===== config.mk =====
export PLATFORM = sky130hd
export DESIGN_NAME = spiRegSlave
export DESIGN_NICKNAME = d
export VERILOG_FILES = /design/src/rtl/spiRegPkg.sv /design/src/rtl/spiRegCtrl.sv /design/src/rtl/spiRegData.sv /design/src/rtl/spiRegSlave.sv
export SDC_FILE = /design/constraint.sdc
export NUM_CORES = 1
export LEC_CHECK = 0
export BUFFER_PORTS_ARGS = -buffer_cell sky130_fd_sc_hd__clkbuf_2
export CORE_ASPECT_RATIO = 1.2
export CORE_MARGIN = 4
export CORE_UTILIZATION = 23
export CTS_BUF_LIST = sky130_fd_sc_hd__clkbuf_4
export DETAILED_ROUTE_END_ITERATION = 8
export GPL_TIMING_DRIVEN = 0
export SLEW_MARGIN = 5
export SYNTH_ARGS = -nofsm -noshare
export SYNTH_HDL_FRONTEND = slang
export SYNTH_SLANG_ARGS = --single-unit

===== constraint.sdc =====
create_clock -name clk -period 5.2 [get_ports clk]
set_input_delay 0.78 -clock clk [delete_from_list [all_inputs] [get_ports clk]]
set_output_delay 0.78 -clock clk [all_outputs]
set_load 0.03 [all_outputs]

===== src/rtl/spiRegPkg.sv =====
package spiRegPkg;
  localparam int ADDR_W = 7;
  localparam int BYTE_W = 8;
  localparam int CNT_W  = $clog2(BYTE_W);

  typedef enum logic {PH_CMD, PH_DATA} phaseT;

  // strobes from control to datapath, one clk wide each
  typedef struct packed {
    logic shiftRx;      // rising SCLK while selected
    logic cmdDone;      // eighth bit of the command byte
    logic dataByteEnd;  // eighth bit of any data byte
    logic wrByte;       // commit rxNext to curAddr
    logic loadTx;       // load read byte at loadAddr
    logic shiftTx;      // advance outgoing byte
  } strobeT;
endpackage


===== src/rtl/spiRegCtrl.sv =====
module spiRegCtrl
  import spiRegPkg::*;
(
  input  logic              clk,
  input  logic              rstN,
  input  logic              sclk,
  input  logic              csN,
  input  logic [BYTE_W-1:0] rxNext,
  output strobeT            strobes,
  output logic [ADDR_W-1:0] curAddr,
  output logic [ADDR_W-1:0] loadAddr,
  output logic              readMode
);
  logic             sclkQ;
  logic [CNT_W-1:0] bitCnt;
  phaseT            phase;
  logic             isRead;
  logic             sclkRise, sclkFall, byteEnd;

  assign sclkRise = sclk & ~sclkQ;
  assign sclkFall = ~sclk & sclkQ;
  assign byteEnd  = ~csN & sclkRise & (bitCnt == CNT_W'(BYTE_W - 1));
  assign readMode = ~csN & (phase == PH_DATA) & isRead;

  always_comb begin
    strobes             = '0;
    strobes.shiftRx     = ~csN & sclkRise;
    strobes.cmdDone     = byteEnd & (phase == PH_CMD);
    strobes.dataByteEnd = byteEnd & (phase == PH_DATA);
    strobes.wrByte      = strobes.dataByteEnd & ~isRead;
    strobes.loadTx      = (strobes.cmdDone & rxNext[BYTE_W-1]) |
                          (strobes.dataByteEnd & isRead);
    // no shift on the fall that opens a new byte: its MSB is already out
    strobes.shiftTx     = readMode & sclkFall & (bitCnt != '0);
    loadAddr            = strobes.cmdDone ? rxNext[ADDR_W-1:0] : curAddr + ADDR_W'(1);
  end

  always_ff @(posedge clk) begin
    if (!rstN) begin
      sclkQ   <= 1'b0;
      bitCnt  <= '0;
      phase   <= PH_CMD;
      isRead  <= 1'b0;
      curAddr <= '0;
    end else begin
      sclkQ <= sclk;
      if (csN) begin
        bitCnt <= '0;
        phase  <= PH_CMD;
        isRead <= 1'b0;
      end else begin
        if (sclkRise) bitCnt <= bitCnt + CNT_W'(1);
        if (strobes.cmdDone) begin
          phase   <= PH_DATA;
          isRead  <= rxNext[BYTE_W-1];
          curAddr <= rxNext[ADDR_W-1:0];
        end else if (strobes.dataByteEnd) begin
          curAddr <= curAddr + ADDR_W'(1);
        end
      end
    end
  end
endmodule


===== src/rtl/spiRegData.sv =====
module spiRegData
  import spiRegPkg::*;
#(
  parameter logic [7:0] REV_ID     = 8'h80,
  parameter int         CFG_BASE   = 1,
  parameter int         CFG_COUNT  = 11,
  parameter int         STAT_ADDR  = 32,
  parameter int         PROX_BYTES = 2,
  parameter int         FREQ_BYTES = 3
) (
  input  logic                         clk,
  input  logic                         rstN,
  input  logic                         csN,
  input  logic                         mosi,
  input  strobeT                       strobes,
  input  logic [ADDR_W-1:0]            curAddr,
  input  logic [ADDR_W-1:0]            loadAddr,
  input  logic                         readMode,
  input  logic [BYTE_W-1:0]            statusIn,
  input  logic [8*PROX_BYTES-1:0]      proxData,
  input  logic [8*FREQ_BYTES-1:0]      freqData,
  output logic [BYTE_W-1:0]            rxNext,
  output logic                         miso,
  output logic [8*CFG_COUNT-1:0]       cfgFlat
);
  localparam int SNAP_BYTES = PROX_BYTES + FREQ_BYTES;
  localparam int SNAP_W     = 8 * SNAP_BYTES;
  localparam int SNAP_BASE  = STAT_ADDR + 1;

  logic [BYTE_W-1:0] rxShift, txShift, rdByte;
  logic [SNAP_W-1:0] liveSnap;
  logic [SNAP_W-9:0] snapHi;
  logic              snapTake;

  assign rxNext   = {rxShift[BYTE_W-2:0], mosi};
  assign liveSnap = {freqData, proxData};
  assign snapTake = strobes.loadTx && (loadAddr == ADDR_W'(SNAP_BASE));
  assign miso     = readMode & txShift[BYTE_W-1];

  for (genvar i = 0; i < CFG_COUNT; i++) begin : gCfg
    logic [BYTE_W-1:0] regQ;
    always_ff @(posedge clk) begin
      if (!rstN) regQ <= '0;
      else if (strobes.wrByte && (curAddr == ADDR_W'(CFG_BASE + i))) regQ <= rxNext;
    end
    assign cfgFlat[8*i +: 8] = regQ;
  end

  always_comb begin
    rdByte = '0;
    if (loadAddr == '0) rdByte = REV_ID;
    for (int i = 0; i < CFG_COUNT; i++)
      if (loadAddr == ADDR_W'(CFG_BASE + i)) rdByte = cfgFlat[8*i +: 8];
    if (loadAddr == ADDR_W'(STAT_ADDR)) rdByte = statusIn;
    // first snapshot byte comes straight from the inputs being captured now
    if (loadAddr == ADDR_W'(SNAP_BASE)) rdByte = liveSnap[7:0];
    for (int j = 1; j < SNAP_BYTES; j++)
      if (loadAddr == ADDR_W'(SNAP_BASE + j)) rdByte = snapHi[8*(j-1) +: 8];
  end

  always_ff @(posedge clk) begin
    if (!rstN) begin
      rxShift <= '0;
      txShift <= '0;
      snapHi  <= '0;
    end else begin
      if (csN) rxShift <= '0;
      else if (strobes.shiftRx) rxShift <= rxNext;

      if (strobes.loadTx) txShift <= rdByte;
      else if (strobes.shiftTx) txShift <= {txShift[BYTE_W-2:0], 1'b0};
      else if (csN) txShift <= '0;

      if (snapTake) snapHi <= liveSnap[SNAP_W-1:8];
    end
  end
endmodule


===== src/rtl/spiRegSlave.sv =====
module spiRegSlave
  import spiRegPkg::*;
#(
  parameter logic [7:0] REV_ID     = 8'h80,
  parameter int         CFG_BASE   = 1,
  parameter int         CFG_COUNT  = 11,
  parameter int         STAT_ADDR  = 32,
  parameter int         PROX_BYTES = 2,
  parameter int         FREQ_BYTES = 3
) (
  input  logic                    clk,
  input  logic                    rstN,
  input  logic                    sclk,
  input  logic                    csN,
  input  logic                    mosi,
  output logic                    miso,
  input  logic [7:0]              statusIn,
  input  logic [8*PROX_BYTES-1:0] proxData,
  input  logic [8*FREQ_BYTES-1:0] freqData,
  output logic [8*CFG_COUNT-1:0]  cfgRegs
);
  strobeT            strobes;
  logic [ADDR_W-1:0] curAddr, loadAddr;
  logic              readMode;
  logic [BYTE_W-1:0] rxNext;

  spiRegCtrl uCtrl (
    .clk(clk), .rstN(rstN), .sclk(sclk), .csN(csN), .rxNext(rxNext),
    .strobes(strobes), .curAddr(curAddr), .loadAddr(loadAddr), .readMode(readMode)
  );

  spiRegData #(
    .REV_ID(REV_ID), .CFG_BASE(CFG_BASE), .CFG_COUNT(CFG_COUNT),
    .STAT_ADDR(STAT_ADDR), .PROX_BYTES(PROX_BYTES), .FREQ_BYTES(FREQ_BYTES)
  ) uData (
    .clk(clk), .rstN(rstN), .csN(csN), .mosi(mosi), .strobes(strobes),
    .curAddr(curAddr), .loadAddr(loadAddr), .readMode(readMode),
    .statusIn(statusIn), .proxData(proxData), .freqData(freqData),
    .rxNext(rxNext), .miso(miso), .cfgFlat(cfgRegs)
  );
endmodule


Yosys cells after proc, flatten, opt, wreduce, memory -nomap -nowiden. Cells that the tools add are included.

Word-level logic and storage cells: 113. Flip-flop bits (word level): 148. Bits of input ports: 53. Output and inout port bits: 89.

Add/subtract/negate cells: 2. Equality and inequality tests: 29. Bitwise logic cells: 21. Mux-type cells: 24. Reduce and logical (&&, ||, !) cells: 18.

Operators with widths (count): $mux W8 (21); $eq A7 B3 Y1 const B (8); $eq A7 B4 Y1 const B (8); $eq A7 B6 Y1 const B (6); $eq A7 B2 Y1 const B (4); $mux W7 (3); $and A1 B1 Y1 (14); $eq A7 B1 Y1 const B (2); $logic_and A1 B1 Y1 (12); $add A7 B1 Y7 const B (1); $logic_not A7 Y1 (1); $not A1 Y1 (6); $reduce_bool A3 Y1 (2); $add A3 B1 Y3 const B (1); $eq A3 B3 Y1 const B (1); $reduce_and A2 Y1 (1); $reduce_bool A2 Y1 (1); $reduce_or A2 Y1 (1); $or A1 B1 Y1 (1).

Logic depth before layout (Yosys ltp). Gate-level depths: netlist of the first run.

Depth in word-level cells: 26. Gate-level depth with buffers: 13. Gate-level depth less buffers: 11.

By module. Synthesis of the first run repeated with hierarchy kept, for this count alone.

Cell total of the unflattened synthesis: 937. Area, all modules: 7815.0 sq um.

Modules (own cells, without submodules): spiRegData (cells each 827, area each 6993.0 sq um, times used 1, seq. area each 2702.6 sq um); spiRegCtrl (cells each 110, area each 822.0 sq um, times used 1, seq. area each 260.2 sq um).

Least setup slack after synthesis of the first run. OpenSTA, ideal clock, no wires.

Path type: input-to-reg. From: input csN. To: register uData.txShift[2]. Stages on the path: 10. Data required time: 5078 ps. Library setup time: 122 ps. Arrival: 2679 ps. Path buffers: 2. Slack: 2400 ps. Cell sequence: and4bb_2 nand3_1 nor3b_1 a21oi_1 clkbuf_1 or2_1 buf_2 o221ai_2 a21oi_1 o311a_1.

Cells in the longest elaborated chain, start to end: 24. Elaborated cells on any way between the ends: 50. Those cells by class: 17 x eq/ne; 20 x mux; 12 x bitwise; 1 x reduce/logical.

RTL lines: start: declaration (line spiRegSlave.sv:14) `input logic csN,`; $not A1 Y1 (line spiRegCtrl.sv:22, spiRegCtrl.sv:23); $and A1 B1 Y1 (2 in series) (line spiRegCtrl.sv:22) `assign byteEnd = ~csN & sclkRise & (bitCnt == CNT_W'(BYTE_W - 1));`; $and A1 B1 Y1 (line spiRegCtrl.sv:28) `strobes.cmdDone = byteEnd & (phase == PH_CMD);`; $mux W7 (line spiRegCtrl.sv:35) `loadAddr = strobes.cmdDone ? rxNext[ADDR_W-1:0] : curAddr + ADDR_W'(1);`; $eq A7 B1 Y1 (line spiRegData.sv:53) `if (loadAddr == ADDR_W'(CFG_BASE + i)) rdByte = cfgFlat[8*i +: 8];`; $mux W8 (11 in series) (line spiRegData.sv:53); $mux W8 (line spiRegData.sv:54) `if (loadAddr == ADDR_W'(STAT_ADDR)) rdByte = statusIn;`; $mux W8 (line spiRegData.sv:56) `if (loadAddr == ADDR_W'(SNAP_BASE)) rdByte = liveSnap[7:0];`; $mux W8 (4 in series) (line spiRegData.sv:58) `if (loadAddr == ADDR_W'(SNAP_BASE + j)) rdByte = snapHi[8*(j-1) +: 8];`; $mux W8 (line spiRegData.sv:70) `if (strobes.loadTx) txShift <= rdByte;`; end signal: assignment (line spiRegData.sv:70); end signal: assignment (line spiRegData.sv:71) `else if (strobes.shiftTx) txShift <= {txShift[BYTE_W-2:0], 1'b0};`; end: declaration (line spiRegData.sv:30) `logic [BYTE_W-1:0] rxShift, txShift, rdByte;`.

Several ways; a longest one is shown, not always the timed one. A chain may end at the register's enable or synchronous reset.

Worst setup path in the final report of the first run.
From: register uCtrl.curAddr[0]. To: register uData.txShift[5].

Cells in the longest elaborated chain, start to end: 21. Elaborated cells on any way between the ends: 37. Those cells by class: 1 x add/sub; 17 x eq/ne; 19 x mux.

RTL lines: start: declaration (line spiRegCtrl.sv:10) `output logic [ADDR_W-1:0] curAddr,`; start signal: assignment (line spiRegCtrl.sv:56) `curAddr <= rxNext[ADDR_W-1:0];`; start signal: assignment (line spiRegCtrl.sv:58) `curAddr <= curAddr + ADDR_W'(1);`; $add A7 B1 Y7 (*) (line spiRegCtrl.sv:35); $mux W7 (*) (line spiRegCtrl.sv:35); $eq A7 B1 Y1 (line spiRegData.sv:53); $mux W8 (11 in series) (line spiRegData.sv:53); $mux W8 (line spiRegData.sv:54); $mux W8 (line spiRegData.sv:56); $mux W8 (3 in series) (line spiRegData.sv:58); $mux W8 (*) (line spiRegData.sv:58); $mux W8 (*) (line spiRegData.sv:70).

Every way passes the cells marked *; elsewhere a longest branch is shown, timed or not.

==> results of run 1 <==
==> layout make-up <==
class,instances,area [um2]
fill,3578,23400
multi-input combinational,668,4360
sequential,148,2960
timing repair buffer,141,706
tap,407,509
buffer,56,226
clock buffer,17,128
clock inverter,15,116
inverter,17,63.8
antenna,1,2.50
==> through the flow <==
| step | hold slack [ns] | util [%] | setup WS [ns] | power [mW] |
|---|---|---|---|---|
| floorplan | 0.435 | - | 2.40 | 1.20 |
| global placement | 0.453 | 27.2 | 0.970 | 1.24 |
| detailed placement | 0.459 | 27.2 | 0.959 | 1.24 |
| CTS | 0.371 | 28.0 | 0.921 | 1.90 |
| global route | 0.398 | 28.0 | 0.651 | 1.95 |
| finish | 0.393 | 28.0 | 0.676 | 1.89 |
==> cell usage in the layout, fill, tap and decap left out, types with 20 or more instances in the layout <==
cell        n
a21oi_1    41
nor2_1     49
o21ai_0    20
nand2_1   127
mux2i_1    91
clkbuf_1   43
nor2b_1   103
dfxtp_1   148
a21boi_0   30
clkbuf_2  142
==> state kept, by name, indices dropped and copies added (netlist names) <==
register         count
uData.txShift        8
uCtrl.bitCnt         3
uData.gCfg.regQ     88
uCtrl.sclkQ          1
uCtrl.curAddr        7
uCtrl.phase          1
uData.rxShift        7
uCtrl.isRead         1
uData.snapHi        32
==> worst paths after layout <==
kind	from	endpoint	slack (ns)	cells after the start
setup / recovery	uCtrl.curAddr[0]$_SDFFE_PN0P_	uData.txShift[5]$_SDFFE_PN0P_	0.68	11
hold / removal	freqData[0]	uData.snapHi[8]$_SDFFE_PN0P_	0.39	3
setup reg to reg	uCtrl.curAddr[0]$_SDFFE_PN0P_	uData.txShift[5]$_SDFFE_PN0P_	0.68	11
hold reg to reg	uData.snapHi[9]$_SDFFE_PN0P_	uData.snapHi[9]$_SDFFE_PN0P_	0.47	2
==> per-layer routing <==
metal	up-vias	part of all wire [%]
met5	-	0
met4	0	4.1
met3	72	6.0
met2	295	50
met1	3674	40
li1	3521	-
==> cells by family (layout without fill, tap and decap cells) <==
group                      count (synthesis)  count (layout)  share of synthesized area [%]
xor gates and xnor gates                   2               2                          0.230
AOI/OAI and AO/OA                        219             219                           20.9
muxes                                     91              91                           12.0
other                                      0               1                              0
buffers and inverters                     73             246                           3.81
adders and majority gates                  7               7                           1.15
DFF                                      148             148                           38.9
and+or+nand+nor                          349             349                           23.0
==> power by group through the flow <==
stage               clock network [mW]  logic, mW  registers, mW
finish                           0.676     0.0800           1.14
global route                     0.728     0.0846           1.14
CTS                              0.686     0.0799           1.14
detailed placement                   0     0.0794           1.16
global placement                     0     0.0793           1.16
floorplan                            0     0.0369           1.16
==> tightest hold or removal path, cell delays in order <==
cell and delay, ns:
clkbuf_2 0.08, nand2_1 0.05, a21boi_1 0.04
==> run_results.csv, run 1 <==
group,metric,value,unit
detailed_routing,vias_per_cell,5.14,
clocking,clk_path_buf_depth,2,
logic_synthesis,synth.most_common_cell,"dfxtp_1",
critical_path,arrival,5.02,ns
global_route,overflow,0,
detailed_routing,drtPass1Iterations,6,
timing,final_max_slew_viol_count,0,
pwr,combPwrFrac,4.2,%
clocking,postCtsHoldBufs,0,
hold_path,hold_path.class,"in2reg",
placement,dp.cells,1437,
clocking,cts_tree,"built",
final_layout,fin_nets,1109,
clocking,postCtsSetupBuffers,0,
pwr,clkPwrFrac,35.7,%
logic_synthesis,synth_largest_area_cell,"dfxtp_1",
logic_synthesis,synthArstFlopShare,0,%
timing,setup_violations,0,
logic_synthesis,synth_top_area_share,38.9,%
logic_synthesis,syn-num-nets,949,
critical_path,worstSetupPathType,"reg2reg",
logic_synthesis,ys_top_cells_by_count,"dfxtp_1, nand2_1, nor2b_1",
floorplan,initial_core_util,23.5,%
pwr,seqPwrFrac,60.0,%
critical_path,required,5.69,ns
global_route,grt_usage,16.6,%
timing,hold_viol,0,
critical_path,crit_path_max_fanout,10,
floorplan,io_pins,142,
logic_synthesis,netlist_instances,889,
logic_synthesis,netlist_top_cells_area,"dfxtp_1, mux2i_1, nor2b_1, nand2_1, a21boi_0",
timing,finClkSkew,0.0280,ns
global_route,met2_usage,29.3,%
floorplan,die_x,174,um
clocking,path_clk_slew,0.14,ns
logic_synthesis,avgSynthCellArea,8.56,um2
detailed_routing,wirelength,31200,um
outcome,status,"complete, no violations",
pwr,switching_share,26.1,%
final_layout,drive_gt1_share,18.7,%
global_route,grt_util_met3,3.13,%
clocking,insertion_delay,0.60,ns
floorplan,rows,72,
floorplan,dieArea,36100,um2
logic_synthesis,yosys_warnings,0,
placement,gp_congestion,0.926,
pwr,p_leak,3.05,nW
detailed_routing,vias,7562,
logic_synthesis,seq_area_frac_synth,38.9,%
run,maxCapViolations,0,
floorplan,core-area,32400,um2
clocking,cts_made_buffers,17,
pwr,p_per_area,208,nW/um2
final_layout,stdcell_count,1470,
critical_path,end_kind,"flop",
critical_path,critPathSlowestCell,"a2111oi_0",
logic_synthesis,synth_ff_type,"dfxtp_1",
detailed_routing,drc,0,
critical_path,cpPeakStageDelay,0.87,ns
pwr,p_sw,0.493,mW
clocking,cts.sinks,148,
clocking,cts_resized,0,
detailed_routing,wire_per_inst,21.2,um
final_layout,synthToLayoutAreaGrowth,19.2,%
global_route,grt_max_degree,17,
placement,portBuffers,141,
timing,fmax,221,MHz
critical_path,critPathTopFamily,"compound AO/OA/AOI/OAI gates",
clocking,cts_root_buffer,"clkbuf_4",
global_route,grt_pass1_wl,46000,um
timing,rsz0062_at_grt,"no",
detailed_routing,drt_iter0_drc,664,
pwr,peakVddDrop,0.108,mV
global_route,antenna_found_initial,1,
logic_synthesis,synth_edf_count,0,
global_route,first_global_vias,7325,
timing,slew_headroom,22.4,%
clocking,h-tree-depth,4,
timing,tightest_slew,1.16,ns
logic_synthesis,synth_seq_cells,148,
critical_path,cp_common_cell,"o22ai_1",
logic_synthesis,yosysUniqueCellTypes,68,
detailed_routing,final_antenna_net_count,0,
placement,place_area,8820,um2
critical_path,crit_buf_inv,2,
global_route,grt_most_used_layer,"met2",
timing,setup-tns-final,0,ns
placement,dp_hpwl,24200,um
floorplan,die_h,207,um
critical_path,cp_cell_sequence,"clkbuf_1, inv_1, ha_1, o211ai_1, o22ai_1, a21boi_0, and2_1, a2111oi_0, o22ai_1, a21oi_1, o21ai_1",
timing,finalCriticalPeriod,4.52,ns
critical_path,cp-start-kind,"flop",
pwr,p_int,1.40,mW
global_route,use_met1,19.5,%
timing,min_period_over_period,87.0,%
final_layout,fin_area,9070,um2
logic_synthesis,syn_area,7610,um2
No activity file was read; power rests on OpenSTA's default activity.
==> inputs of run 2 (changes only) <==
Settings changed: CORE_ASPECT_RATIO 1.2 to not set, CORE_MARGIN 4 to 1.5, REMOVE_ABC_BUFFERS set to 1.
==> run_results.csv, run 2 (same netlist as run 1, synthesis figures left out) <==
group,metric,value,unit
final_layout,drive_gt1_share,19.2,%
detailed_routing,wirelength,28100,um
timing,tightest_slew,1.19,ns
clocking,cts.sinks,148,
timing,finalCriticalPeriod,4.73,ns
timing,min_period_over_period,91.0,%
pwr,p_leak,3.00,nW
pwr,p_total,2.01,mW
placement,portBuffers,141,
critical_path,r2r-start,"uCtrl.bitCnt[0]$_SDFFE_PP0N_",
clocking,postCtsHoldBufs,0,
critical_path,critPathSlowestCell,"nor2_2",
critical_path,critPathTopFamily,"compound AO/OA/AOI/OAI gates",
clocking,path_clk_slew,0.14,ns
final_layout,regMostFlops,"uData.gCfg.regQ",
floorplan,dieArea,34200,um2
critical_path,worstSetupPathType,"reg2reg",
floorplan,io_pins,142,
final_layout,layout_commonest_cell,"dfxtp_1",
detailed_routing,wire_per_inst,19.3,um
floorplan,initial_core_util,23.4,%
detailed_routing,drc,0,
global_route,overflow,0,
timing,final_max_slew_viol_count,0,
clocking,cts_tree,"built",
critical_path,critPathLaunch,"uCtrl.bitCnt[0]$_SDFFE_PP0N_",
final_layout,fin_nets,1055,
clocking,h-tree-depth,4,
timing,setup_slack,0.468,ns
final_layout,largest_register_ffs,88,
outcome,status,"complete, no violations",
critical_path,cp_cell_sequence,"ha_1, ha_1, nand4bb_1, nor2_2, o21ai_1, a21oi_1, o211ai_1, a2111oi_0, o22ai_1, a21oi_1, o21ai_1",
detailed_routing,drt_iter0_drc,628,
clocking,cts_made_buffers,17,
critical_path,cp-start-kind,"flop",
pwr,peakVddDrop,0.151,mV
critical_path,end_kind,"flop",
critical_path,crit_path_max_fanout,16,
timing,timing.hold.ws,0.386,ns
final_layout,fillers,3538,
final_layout,synthToLayoutAreaGrowth,18.4,%
global_route,first_global_vias,6779,
critical_path,cpPeakStageDelay,0.88,ns
detailed_routing,vias_per_cell,4.97,
hold_path,hold_path.class,"in2reg",
floorplan,rows,66,
timing,rsz0062_at_grt,"no",
placement,dp_hpwl,20800,um
placement,gp_congestion,0.917,
final_layout,fin_area,9010,um2
placement,dpl_worst_slack,-0.197,ns
global_route,grt_pass1_wl,41700,um
clocking,clk_path_buf_depth,2,
timing,finClkSkew,0.0238,ns
final_layout,top_regs,"uData.gCfg.regQ x88, uData.snapHi x32, uData.txShift x8",
placement,place_area,8700,um2
floorplan,core-area,32500,um2
detailed_routing,drtPass1Iterations,5,
run,maxCapViolations,0,
global_route,grt_max_degree,93,
floorplan,die_h,185,um
floorplan,die_x,185,um
timing,hold_viol,0,
final_layout,mostFrequentLayoutCells,"dfxtp_1, clkbuf_2, nand2_1",
timing,setup_violations,0,
critical_path,required,5.70,ns
critical_path,crit_buf_inv,0,
global_route,antenna_found_initial,1,
timing,fmax,211,MHz
hold_path,min-delay-start,"proxData[15]",
critical_path,arrival,5.23,ns
global_route,grt_usage,16.2,%
clocking,cts_root_buffer,"clkbuf_4",
detailed_routing,final_antenna_net_count,0,
detailed_routing,vias,7213,
pwr,p_per_area,223,nW/um2
timing,slew_headroom,20.5,%
clocking,insertion_delay,0.61,ns
[run 2: cell types whose count changed in the layout (fill, tap and decap cells not counted), sizes merged]
cell,delta
inv,-1
clkinvlp,-1
clkinv,-2
bufinv,+2
clkbuf,-42
buf,-10
[run 2: path summary, 6_finish.rpt]
path                                                      end  slack [ns]  depth (start not counted)
worst min-delay path             uData.snapHi[7]$_SDFFE_PN0P_        0.39                          3
worst max register to register  uData.txShift[5]$_SDFFE_PN0P_        0.47                         11
worst min register to register  uData.snapHi[11]$_SDFFE_PN0P_        0.47                          2
worst max-delay path            uData.txShift[5]$_SDFFE_PN0P_        0.47                         11
[run 2: power by group]
group,switching (mW),leakage [nW],internal [mW]
sequential,0.00321,1.19,1.13
clock,0.458,0.151,0.341
combinational,0.0352,1.66,0.0338
total,0.496,3.00,1.51
[run 2: worst reg2reg max path, delay by kind of cell, from the launching register on]
| kind | cells | cell delay (ns) |
|---|---|---|
| AOI/OAI and AO/OA | 7 | 2.33 |
| DFF | 1 | 0.39 |
| adders and majority gates | 2 | 0.32 |
| and+or+nand+nor | 2 | 1.57 |
[run 2: layout make-up]
cell class | count | area [um2] | share of cell area [%]
antenna | 1 | 2.50 | 0.0278
clock buffer | 19 | 143 | 1.58
clock inverter | 13 | 160 | 1.78
inverter | 17 | 63.8 | 0.708
multi-input combinational | 668 | 4360 | 48.4
sequential | 148 | 2960 | 32.9
tap | 442 | 553 | 6.14
timing repair buffer | 143 | 763 | 8.47
[run 2: timing repair]
action / 4_1_cts / 5_1_grt
setup buffers: 0 / 0
setup endpoints to repair: 0 / 25
endpoints found under the hold margin: 0 / 0
gates resized for setup: 0 / 1
[run 2: routing by layer]
metal,routed length [um],GRT usage [%]
met1,12800,21.6
met5,0,0
met4,808,6.28
met3,1380,2.54
met2,13100,26.3
[run 2: through the flow]
step | TNS, ns | instances | utilization (%)
floorplan | 0 | 833 | -
global placement | -14.05 | 1416 | 26.6
detailed placement | -0.197 | 1418 | 26.7
CTS | 0 | 1450 | 27.7
global route | 0 | 1451 | 27.7
finish | 0 | 1451 | 27.7
